**src/rtl/sound_reg_pacer_pkg.sv**
```systemverilog
package sound_reg_pacer_pkg;

  typedef enum logic {
    BANK_FM  = 1'b0,
    BANK_PCM = 1'b1
  } bank_e;

  // strobes from control to datapath
  typedef struct packed {
    logic  loadAddr;
    bank_e addrBank;
    logic  grantWr;
    logic  grantRd;
    logic  statusRd;
  } pacer_strobes_t;

endpackage

```
**src/rtl/sound_reg_pacer_ctrl.sv**
```systemverilog
module sound_reg_pacer_ctrl
  import sound_reg_pacer_pkg::*;
(
  input  logic           clk,
  input  logic           rstN,
  input  logic           busWr,
  input  logic           busRd,
  input  logic [1:0]     busPort,
  input  logic           recovDone,
  output pacer_strobes_t strobes,
  output logic           busWait,
  output logic           regWrEn,
  output logic           regRdEn
);

  logic isDataPort;
  logic dataReq;

  assign isDataPort = busPort[0];
  assign dataReq    = (busWr || busRd) && isDataPort;

  always_comb begin
    strobes          = '0;
    strobes.loadAddr = busWr && !isDataPort;
    strobes.addrBank = busPort[1] ? BANK_PCM : BANK_FM;
    strobes.grantWr  = busWr && isDataPort && recovDone;
    strobes.grantRd  = busRd && isDataPort && recovDone;
    strobes.statusRd = busRd && !isDataPort;
  end

  assign busWait = dataReq && !recovDone;
  assign regWrEn = strobes.grantWr;
  assign regRdEn = strobes.grantRd;

  AST_STATUS_NO_STALL: assert property (@(posedge clk) disable iff (!rstN)
    (busRd && !busPort[0]) |-> !busWait);

endmodule

```
**src/rtl/sound_reg_pacer_dp.sv**
```systemverilog
module sound_reg_pacer_dp
  import sound_reg_pacer_pkg::*;
#(
  parameter int DATA_W   = 8,
  parameter int FM_WAIT  = 56,
  parameter int PCM_WAIT = 88,
  parameter int MODE_REG = 5,
  parameter int MODE_BIT = 0
) (
  input  logic              clk,
  input  logic              rstN,
  input  pacer_strobes_t    strobes,
  input  logic [DATA_W-1:0] busWrData,
  input  logic [DATA_W-1:0] regRdData,
  output logic [DATA_W-1:0] busRdData,
  output logic              recovDone,
  output bank_e             bankQ,
  output logic [DATA_W-1:0] addrQ
);

  localparam int MAX_WAIT = (FM_WAIT > PCM_WAIT) ? FM_WAIT : PCM_WAIT;
  localparam int CNT_W    = $clog2(MAX_WAIT);
  localparam logic [CNT_W-1:0] FM_LOAD  = CNT_W'(FM_WAIT - 1);
  localparam logic [CNT_W-1:0] PCM_LOAD = CNT_W'(PCM_WAIT - 1);

  logic [CNT_W-1:0]  cnt;
  logic              modeQ;
  logic              statusBusy;
  logic              statusLd;
  logic [DATA_W-1:0] status;

  always_ff @(posedge clk) begin
    if (!rstN) begin
      cnt   <= '0;
      addrQ <= '0;
      bankQ <= BANK_FM;
    end else if (strobes.loadAddr) begin
      addrQ <= busWrData;
      bankQ <= strobes.addrBank;
      cnt   <= (strobes.addrBank == BANK_PCM) ? PCM_LOAD : FM_LOAD;
    end else if (cnt != '0) begin
      cnt <= cnt - 1'b1;
    end
  end

  always_ff @(posedge clk) begin
    if (!rstN)
      modeQ <= 1'b0;
    else if (strobes.grantWr && bankQ == BANK_FM && addrQ == DATA_W'(MODE_REG))
      modeQ <= busWrData[MODE_BIT];
  end

  assign recovDone  = (cnt == '0);
  assign statusBusy = modeQ && !recovDone && bankQ == BANK_FM;
  assign statusLd   = modeQ && !recovDone && bankQ == BANK_PCM;

  always_comb begin
    status    = '0;
    status[0] = statusBusy;
    status[1] = statusLd;
  end

  always_comb begin
    if (strobes.grantRd)       busRdData = regRdData;
    else if (strobes.statusRd) busRdData = status;
    else                       busRdData = '0;
  end

  AST_FM_LOAD: assert property (@(posedge clk) disable iff (!rstN)
    (strobes.loadAddr && strobes.addrBank == BANK_FM) |=> (cnt == FM_LOAD));
  AST_PCM_LOAD: assert property (@(posedge clk) disable iff (!rstN)
    (strobes.loadAddr && strobes.addrBank == BANK_PCM) |=> (cnt == PCM_LOAD));
  AST_COUNT_DOWN: assert property (@(posedge clk) disable iff (!rstN)
    (!strobes.loadAddr && cnt != '0) |=> (cnt == $past(cnt) - 1'b1));
  AST_RESTART: assert property (@(posedge clk) disable iff (!rstN)
    strobes.loadAddr |=> (bankQ == $past(strobes.addrBank) && !recovDone));
  AST_FLAGS_EXCL: assert property (@(posedge clk) disable iff (!rstN)
    !(statusBusy && statusLd));
  AST_MODE_GATE: assert property (@(posedge clk) disable iff (!rstN)
    !modeQ |-> (status == '0));

endmodule

```
**src/rtl/sound_reg_pacer.sv**
```systemverilog
module sound_reg_pacer
  import sound_reg_pacer_pkg::*;
#(
  parameter int DATA_W   = 8,
  parameter int FM_WAIT  = 56,
  parameter int PCM_WAIT = 88,
  parameter int MODE_REG = 5,
  parameter int MODE_BIT = 0
) (
  input  logic              clk,
  input  logic              rstN,
  input  logic              busWr,
  input  logic              busRd,
  input  logic [1:0]        busPort,
  input  logic [DATA_W-1:0] busWrData,
  output logic [DATA_W-1:0] busRdData,
  output logic              busWait,
  output logic              regWrEn,
  output logic              regRdEn,
  output logic              regBank,
  output logic [DATA_W-1:0] regAddr,
  output logic [DATA_W-1:0] regWrData,
  input  logic [DATA_W-1:0] regRdData
);

  pacer_strobes_t strobes;
  logic           recovDone;
  bank_e          bankQ;

  sound_reg_pacer_ctrl u_ctrl (
    .clk       (clk),
    .rstN      (rstN),
    .busWr     (busWr),
    .busRd     (busRd),
    .busPort   (busPort),
    .recovDone (recovDone),
    .strobes   (strobes),
    .busWait   (busWait),
    .regWrEn   (regWrEn),
    .regRdEn   (regRdEn)
  );

  sound_reg_pacer_dp #(
    .DATA_W   (DATA_W),
    .FM_WAIT  (FM_WAIT),
    .PCM_WAIT (PCM_WAIT),
    .MODE_REG (MODE_REG),
    .MODE_BIT (MODE_BIT)
  ) u_dp (
    .clk       (clk),
    .rstN      (rstN),
    .strobes   (strobes),
    .busWrData (busWrData),
    .regRdData (regRdData),
    .busRdData (busRdData),
    .recovDone (recovDone),
    .bankQ     (bankQ),
    .addrQ     (regAddr)
  );

  assign regBank   = bankQ;
  assign regWrData = busWrData;

  AST_NO_EARLY_ACCESS: assert property (@(posedge clk) disable iff (!rstN)
    (regWrEn || regRdEn) |-> !busWait);

endmodule

```
**config.mk**
```make
export PLATFORM = sky130hd
export DESIGN_NAME = sound_reg_pacer
export DESIGN_NICKNAME = d
export VERILOG_FILES = /design/src/rtl/sound_reg_pacer_pkg.sv /design/src/rtl/sound_reg_pacer_ctrl.sv /design/src/rtl/sound_reg_pacer_dp.sv /design/src/rtl/sound_reg_pacer.sv
export SDC_FILE = /design/constraint.sdc
export NUM_CORES = 1
export LEC_CHECK = 0
export BUFFER_PORTS_ARGS = -buffer_cell sky130_fd_sc_hd__buf_4
export CAP_MARGIN = 15
export CORE_ASPECT_RATIO = 1.75
export CORE_UTILIZATION = 40
export DETAILED_ROUTE_END_ITERATION = 10
export MAX_ROUTING_LAYER = met4
export PLACE_DENSITY = 0.83
export REMOVE_ABC_BUFFERS = 1
export SLEW_MARGIN = 20
export SYNTH_ARGS = -nofsm -noshare
export SYNTH_HDL_FRONTEND = slang
export SYNTH_SLANG_ARGS = --single-unit
```
**constraint.sdc**
```tcl
create_clock -name clk -period 2.8 [get_ports clk]
set_clock_uncertainty 0.2 [all_clocks]
set_input_delay 0 -clock clk [delete_from_list [all_inputs] [get_ports clk]]
set_output_delay 0 -clock clk [all_outputs]
set_load 0.05 [all_outputs]
```
==> results.md, run 1 <==
### Status
• outcome: finished, final reports clean

### Global routing
• met1 capacity usage during global routing: 0.206
• global-route met2 utilization: 0.390
• number of global-route vias before repair: 928
• wire length of the first global-routing pass: 3840 um
• maximum number of pins on one net before global-route repair: 17
• leftover overflow at the end of global routing: 0
• global route hottest layer: met2
• initial antenna violation count: 0
• global routing usage on met3: 0.0370
• global-route total usage across every layer: 0.218

### Timing
• transition time at the pin with the least slew margin: 0.788 ns
• time the worst path needs with I/O delays and setup: 2.69 ns
• Slew Viols, Final: 0
• final worst path period share: 0.960
• Worst slew margin: 0.474
• Setup-failing EPs final: 0
• setup slack of the critical path after layout: 0.111 ns
• maximum operating frequency: 0.372 GHz
• final hold violation count: 0

### Setup path
• WS Path Type: reg -> out
• worst r2r dst: u_dp.modeQ
• cells along the critical path: inv_1, ha_1, or4b_4, nor3_4, buf_4, nand3_1, a21boi_0, buf_4
• critical path's most frequent cell: buf_4
• startpoint of the lowest-slack register-to-register path: u_dp.cnt[0]
• worst endpoint data arrival time: 2.49 ns
• worst r2r path cells: 7
• Slowest Stage Delay on Critical Path: 0.50 ns
• critical path startpoint: u_dp.cnt[0]
• slowest library cell on the worst path: or4b_4
• endpoint kind of the worst setup timing path: primary output
• number of buffer and inverter stages on the critical path: 3
• critical path launch point type: flip-flop
• setup slack of the worst register-to-register path: 0.15 ns
• Data required, critical path: 2.60 ns
• category of cells accounting for the largest share of critical-path delay: simple AND/OR/NAND/NOR gates
• CP max FO: 8

### Route
• count of nets left with antenna violations after detail routing: 0
• violation count after the first detailed-route iteration: 8
• average via count per standard cell: 5.35
• overall via count from detail_route: 1027
• First-pass DRT Iterations: 4
• average routed wire per standard cell: 13.4 um
• DRC Markers: 0
• post-detailed-routing wire length: 2580 um

### Clock tree
• CTS-repair resized insts: 0
• CTS Buf Count: 3
• source-to-sink clock delay at the later pin of the worst-skew pair: 0.30 ns
• clock sinks: 17
• maximum level of the CTS H-tree: 1
• TritonCTS clock tree: built
• maximum count of clock buffers along a single path: 2
• buffer cell driving the clock tree root: clkbuf_4
• clk slew on worst S/H paths: 0.09 ns

### Synth
• portion of the post-synthesis area used by sequential elements: 0.364
• share of synthesized flip-flops with an asynchronous set or reset: 0
• Synth top cells by count: nand2_1, dfxtp_1, a21oi_1
• Synth cell types: 34
• mean post-synth cell area: 8.27 um^2
• share of the synthesized area in the top cell type: 0.364
• register bit count reported by yosys: 17
• primary flip-flop cell chosen by synthesis mapping: dfxtp_1
• post-synthesis cell type with the largest combined area: dfxtp_1
• netlist area before placement: 935 um^2
• top cells by area in the synthesized netlist: dfxtp_1, nand2_1, a21oi_1
• number of flops mapped to enable cells by yosys: 0
• synthesized instance count: 113
• total number of yosys warnings: 0
• most numerous cell in the Yosys netlist: nand2_1

### Min path
• class of the worst hold path: in -> out
• Hold Startpoint: regRdData[5]
• end of the worst hold path: busRdData[5]
• Hold Crit Depth: 3

### Finish
• layout-stage area growth over the synthesis result: 52.3%
• final net count: 192
• antenna diode count: 0
• non-filler instance count after layout: 192
• Filler Cell Count: 191
• fraction of final layout cells with drive strength greater than 1: 0.399

### Floorplan
• area enclosed by the die boundary: 2540 um^2
• Die X: 38.5 um
• Chip Height: 65.9 um
• starting density of the core: 0.435
• core footprint: 2150 um^2
• number of core rows: 22
• I/O pins: 50

### Placed design
• placed cell count: 171
• final weighted congestion of routability-driven global placement: 0.725
• number of input and output port buffers inserted: 49
• sum of net half-perimeters after detailed placement: 1840 um
• Placement Setup Slack: 0.471 ns

### Pwr
• Worst IR Drop VDD: 0.000365 V
• power share of the sequential group: 0.347
• share of total power in combinational logic: 0.507
• switching portion of total power: 0.407
• Clk network pwr share: 0.146
• total power: 0.000902 W
• pwr/cell area: 633 nW/um^2
• Internal Dissipation: 0.000535 W
• switching power: 0.000367 W
• static power due to leakage: 0.650 nW

### Run
• Max-Cap Viols: 0

==> power groups by stage <==
stage                     registers, W  logic [W]  clock network, W
after floorplan               0.000331   0.000246                 0
after global placement        0.000315   0.000379                 0
after detailed placement      0.000317   0.000396                 0
after CTS                     0.000312   0.000410          0.000136
after global routing          0.000316   0.000489          0.000152
final                         0.000313   0.000457          0.000132
==> metal layers <==
metal | vias up | wire length, um
met1 | 489 | 940
met2 | 36 | 1450
met4 | 0 | 81
met3 | 9 | 103
met5 | - | 0
li1 | 493 | -
==> through the flow <==
step,hold slack [ns],utilization,cell area [um^2],setup TNS [ns]
after CTS,0.165,0.649,1390,0
final,0.163,0.663,1420,0
after detailed placement,0.0637,0.576,1240,0
after global placement,0.0542,0.576,1240,0
after floorplan,-0.200,-,838,-0.0738
after global routing,0.178,0.663,1420,-0.275
==> cells by family after synthesis <==
| logic type | Yosys count | share of synthesized area |
|---|---|---|
| xor+xnor | 2 | 0.0187 |
| fa+ha+maj | 1 | 0.0134 |
| flops | 17 | 0.364 |
| buf+inv | 18 | 0.115 |
| compound gates | 25 | 0.178 |
| simple gates | 50 | 0.311 |
==> state kept, by name, summed over array words and instances, names as in the netlist <==
name / cells
u_dp.bankQ: 1
u_dp.cnt: 7
u_dp.addrQ: 8
u_dp.modeQ: 1
==> layout by cell type, fill, tap and decap left out, types with 2 or more instances in the layout <==
master	instances
dfxtp_1	17
nand2b_1	3
xnor2_1	2
buf_4	53
o21ai_0	3
clkbuf_4	3
a21boi_0	2
or3_1	2
nand3_1	2
and2_1	6
inv_1	3
nor2_1	2
or3_2	2
dlygate4sd3_1	13
a21oi_1	13
nand2_1	23
o21a_1	2
and3_2	2
==> timing repair <==
item | CTS | global route
setup buffers | 0 | 4
hold buffers | 13 | 0
hold endpoints to repair | 14 | 0
endpoints found under the setup margin | 0 | 8
==> tightest hold or removal path, cell delays in order <==
cell	delay [ns]
buf_4	0.07
and2_1	0.10
buf_4	0.19
==> area by class of cell <==
cell class	count	area, um^2	area share
timing repair buffer	66	528	0.371
multi-input combinational	78	487	0.342
sequential	17	340	0.239
tap	24	30.0	0.0211
clock buffer	3	22.5	0.0158
inverter	3	11.3	0.00791
clock inverter	1	5.00	0.00351
==> worst max path at each step <==
stage	cells after the start	to	slack, ns
floorplan	6	busRdData[0]	-0.04
global placement	7	busRdData[5]	0.57
detailed placement	7	busRdData[2]	0.47
CTS	7	u_dp.modeQ	0.04
global route	8	busRdData[0]	-0.06
finish	8	busRdData[0]	0.11
No activity file was read; power rests on OpenSTA's default activity.
==> run 2, diff against run 1 <==
Settings changed: PLACE_DENSITY 0.83 to 0.72.
==> run 2 against run 1 <==
The run now ends with negative hold slack left. Combinational power increased by 3%. Design area decreased by 0.62%. Global-route usage decreased by 0.68 points. Maximum frequency increased by 1.1%. Clock power increased by 8%. Die area unchanged. Critical endpoint is now u_dp.modeQ. Largest cell class unchanged. Largest power group unchanged.
==> results.md, run 2 (same netlist as run 1, synthesis figures left out) <==
### Clock tree
• buffer cell driving the clock tree root: clkbuf_4
• clock sinks: 17, unchanged
• clk slew on worst S/H paths: 0.11 ns, +0.02 ns
• maximum level of the CTS H-tree: 1, unchanged
• CTS Buf Count: 3, unchanged
• TritonCTS clock tree: built
• maximum count of clock buffers along a single path: 2, unchanged
• source-to-sink clock delay at the later pin of the worst-skew pair: 0.30 ns, about the same
• CTS-repair resized insts: 0, unchanged

### Finish
• number of flip-flops under the largest register name: 8, unchanged
• non-filler instance count after layout: 190, -1.0%
• largest registers: u_dp.addrQ x8, u_dp.cnt x7
• area of the multi-input gates: 487 um^2, unchanged
• sequential cell area: 340 um^2, unchanged
• layout-stage area growth over the synthesis result: 51.4%
• fraction of final layout cells with drive strength greater than 1: 0.398, -0.00122
• commonest non-fill, non-tap cells in the layout: buf_4, nand2_1, dfxtp_1
• antenna diode count: 0, unchanged
• most common cell after layout, fill and taps aside: buf_4
• final net count: 190, -1.0%
• largest reg by FF count: u_dp.addrQ
• Filler Cell Count: 187, -2.1%

### Timing
• Worst slew margin: 0.507, +0.0336
• time the worst path needs with I/O delays and setup: 2.66 ns, -0.0302 ns
• accumulated negative setup slack: 0 ns, unchanged
• final hold violation count: 3, +3
• setup repair after global routing missed its margin: no
• maximum operating frequency: 0.376 GHz, +1.1%
• transition time at the pin with the least slew margin: 0.738 ns, -0.0503 ns
• Setup-failing EPs final: 0, unchanged
• Slew Viols, Final: 0, unchanged
• final worst path period share: 0.950, -0.0108
• worst hold slack: -0.00251 ns, -0.166 ns

### Setup path
• WS Path Type: reg -> reg
• cells along the critical path: inv_1, ha_1, or4b_4, nor3_4, buf_12, a41oi_2, a41o_1, dlygate4sd3_1
• worst r2r dst: u_dp.modeQ
• category of cells accounting for the largest share of critical-path delay: buffers and inverters
• setup slack of the worst register-to-register path: 0.14 ns, about the same
• Data required, critical path: 2.79 ns, +0.19 ns
• endpoint kind of the worst setup timing path: flip-flop
• startpoint of the lowest-slack register-to-register path: u_dp.cnt[1]
• CP max FO: 11, +3
• worst endpoint data arrival time: 2.65 ns, +0.16 ns
• number of buffer and inverter stages on the critical path: 3, unchanged
• critical path launch point type: flip-flop
• slowest library cell on the worst path: dlygate4sd3_1
• worst r2r path cells: 8, +1
• Slowest Stage Delay on Critical Path: 0.55 ns, +0.05 ns

### Run
• Max-Cap Viols: 0, unchanged

### Status
• outcome: finished, violations left
• violations in the final reports: negative hold slack

### Floorplan
• area enclosed by the die boundary: 2540 um^2, unchanged
• Chip Height: 65.9 um, unchanged
• starting density of the core: 0.435, unchanged
• I/O pins: 50, unchanged
• Die X: 38.5 um, unchanged
• core footprint: 2150 um^2, unchanged
• number of core rows: 22, unchanged

### Pwr
• pwr/cell area: 653 nW/um^2, +3.1%
• static power due to leakage: 0.642 nW, -1.2%
• Worst IR Drop VDD: 0.000401 V, +9.7%

### Route
• average routed wire per standard cell: 13.6 um, +1.5%
• overall via count from detail_route: 952, -7.3%
• DRC Markers: 0, unchanged
• average via count per standard cell: 5.01, -6.3%
• First-pass DRT Iterations: 4, unchanged
• count of nets left with antenna violations after detail routing: 0, unchanged
• post-detailed-routing wire length: 2590 um, +0.43%
• violation count after the first detailed-route iteration: 27, +19

### Placed design
• final weighted congestion of routability-driven global placement: 0.741, +2.3%
• number of input and output port buffers inserted: 49, unchanged
• sum of net half-perimeters after detailed placement: 1790 um, -2.4%
• placed cell count: 171, unchanged

### Global routing
• wire length of the first global-routing pass: 3710 um, -3.4%
• initial antenna violation count: 0, unchanged
• global-route total usage across every layer: 0.211, -0.00684
• number of global-route vias before repair: 855, -7.9%
• maximum number of pins on one net before global-route repair: 17, unchanged
• leftover overflow at the end of global routing: 0, unchanged

### Min path
• Hold Startpoint: busPort[0]
• Hold Crit Depth: 4, +1
• class of the worst hold path: in -> reg
• end of the worst hold path: u_dp.addrQ[4]

run 2: changes by cell type in the layout (fill, tap and decap cells not counted), sizes merged:
cell         change
clkbuf           +1
clkinv           -1
dlygate4sd3      -2
run 2: worst max-delay path by stage:
stage,startpoint,endpoint,slack [ns],cells past startpoint
final,u_dp.cnt[1],u_dp.modeQ,0.14,8
after CTS,u_dp.cnt[1],u_dp.modeQ,0.01,7
after global routing,u_dp.cnt[1],u_dp.modeQ,0.05,8
after detailed placement,u_dp.cnt[1],busRdData[3],0.44,7
after global placement,u_dp.cnt[0],busRdData[2],0.53,7
after floorplan,u_dp.cnt[0],busRdData[0],-0.04,6
run 2: metrics by stage:
| step | setup WS [ns] | hold WS, ns | cell area, um^2 | power [W] | util |
|---|---|---|---|---|---|
| floorplan | -0.0369 | -0.200 | 838 | 0.000577 | - |
| CTS | 0.0139 | 0.000966 | 1370 | 0.000858 | 0.639 |
| finish | 0.141 | -0.00251 | 1420 | 0.000924 | 0.659 |
| global route | 0.0525 | 0.0339 | 1420 | 0.000975 | 0.659 |
| detailed placement | 0.441 | 0.0554 | 1240 | 0.000708 | 0.576 |
| global placement | 0.528 | 0.0422 | 1240 | 0.000698 | 0.576 |
run 2: tightest hold or removal path: stages:
cell     delay [ns]
buf_4          0.13
nor2b_1        0.17
nand2_1        0.11
a21oi_1        0.05
run 2: power breakdown:
part           internal [W]  total (W)  switching (W)  leakage (nW)
registers          0.000280   0.000314      0.0000335         0.140
logic              0.000217   0.000469       0.000252         0.487
clock network     0.0000556   0.000142      0.0000861        0.0150
total              0.000553   0.000924       0.000371         0.642
run 2: final cells by class:
cell class,instances,area share
Tap cell,24,0.0212
Multi-Input combinational cell,78,0.344
Clock buffer,4,0.0186
Sequential cell,17,0.240
Inverter,3,0.00796
Timing Repair Buffer,64,0.368
run 2: layer usage:
layer | share of wire | global-route usage
met5 | 0 | -
met4 | 0.012 | 0.0862
met1 | 0.39 | 0.222
met2 | 0.53 | 0.371
met3 | 0.066 | 0.0337
run 2: repair_timing:
item,CTS,global route
buffers inserted,0,4
hold buffers,11,0
setup endpoints to repair,0,5
endpoints found under the hold margin,14,0
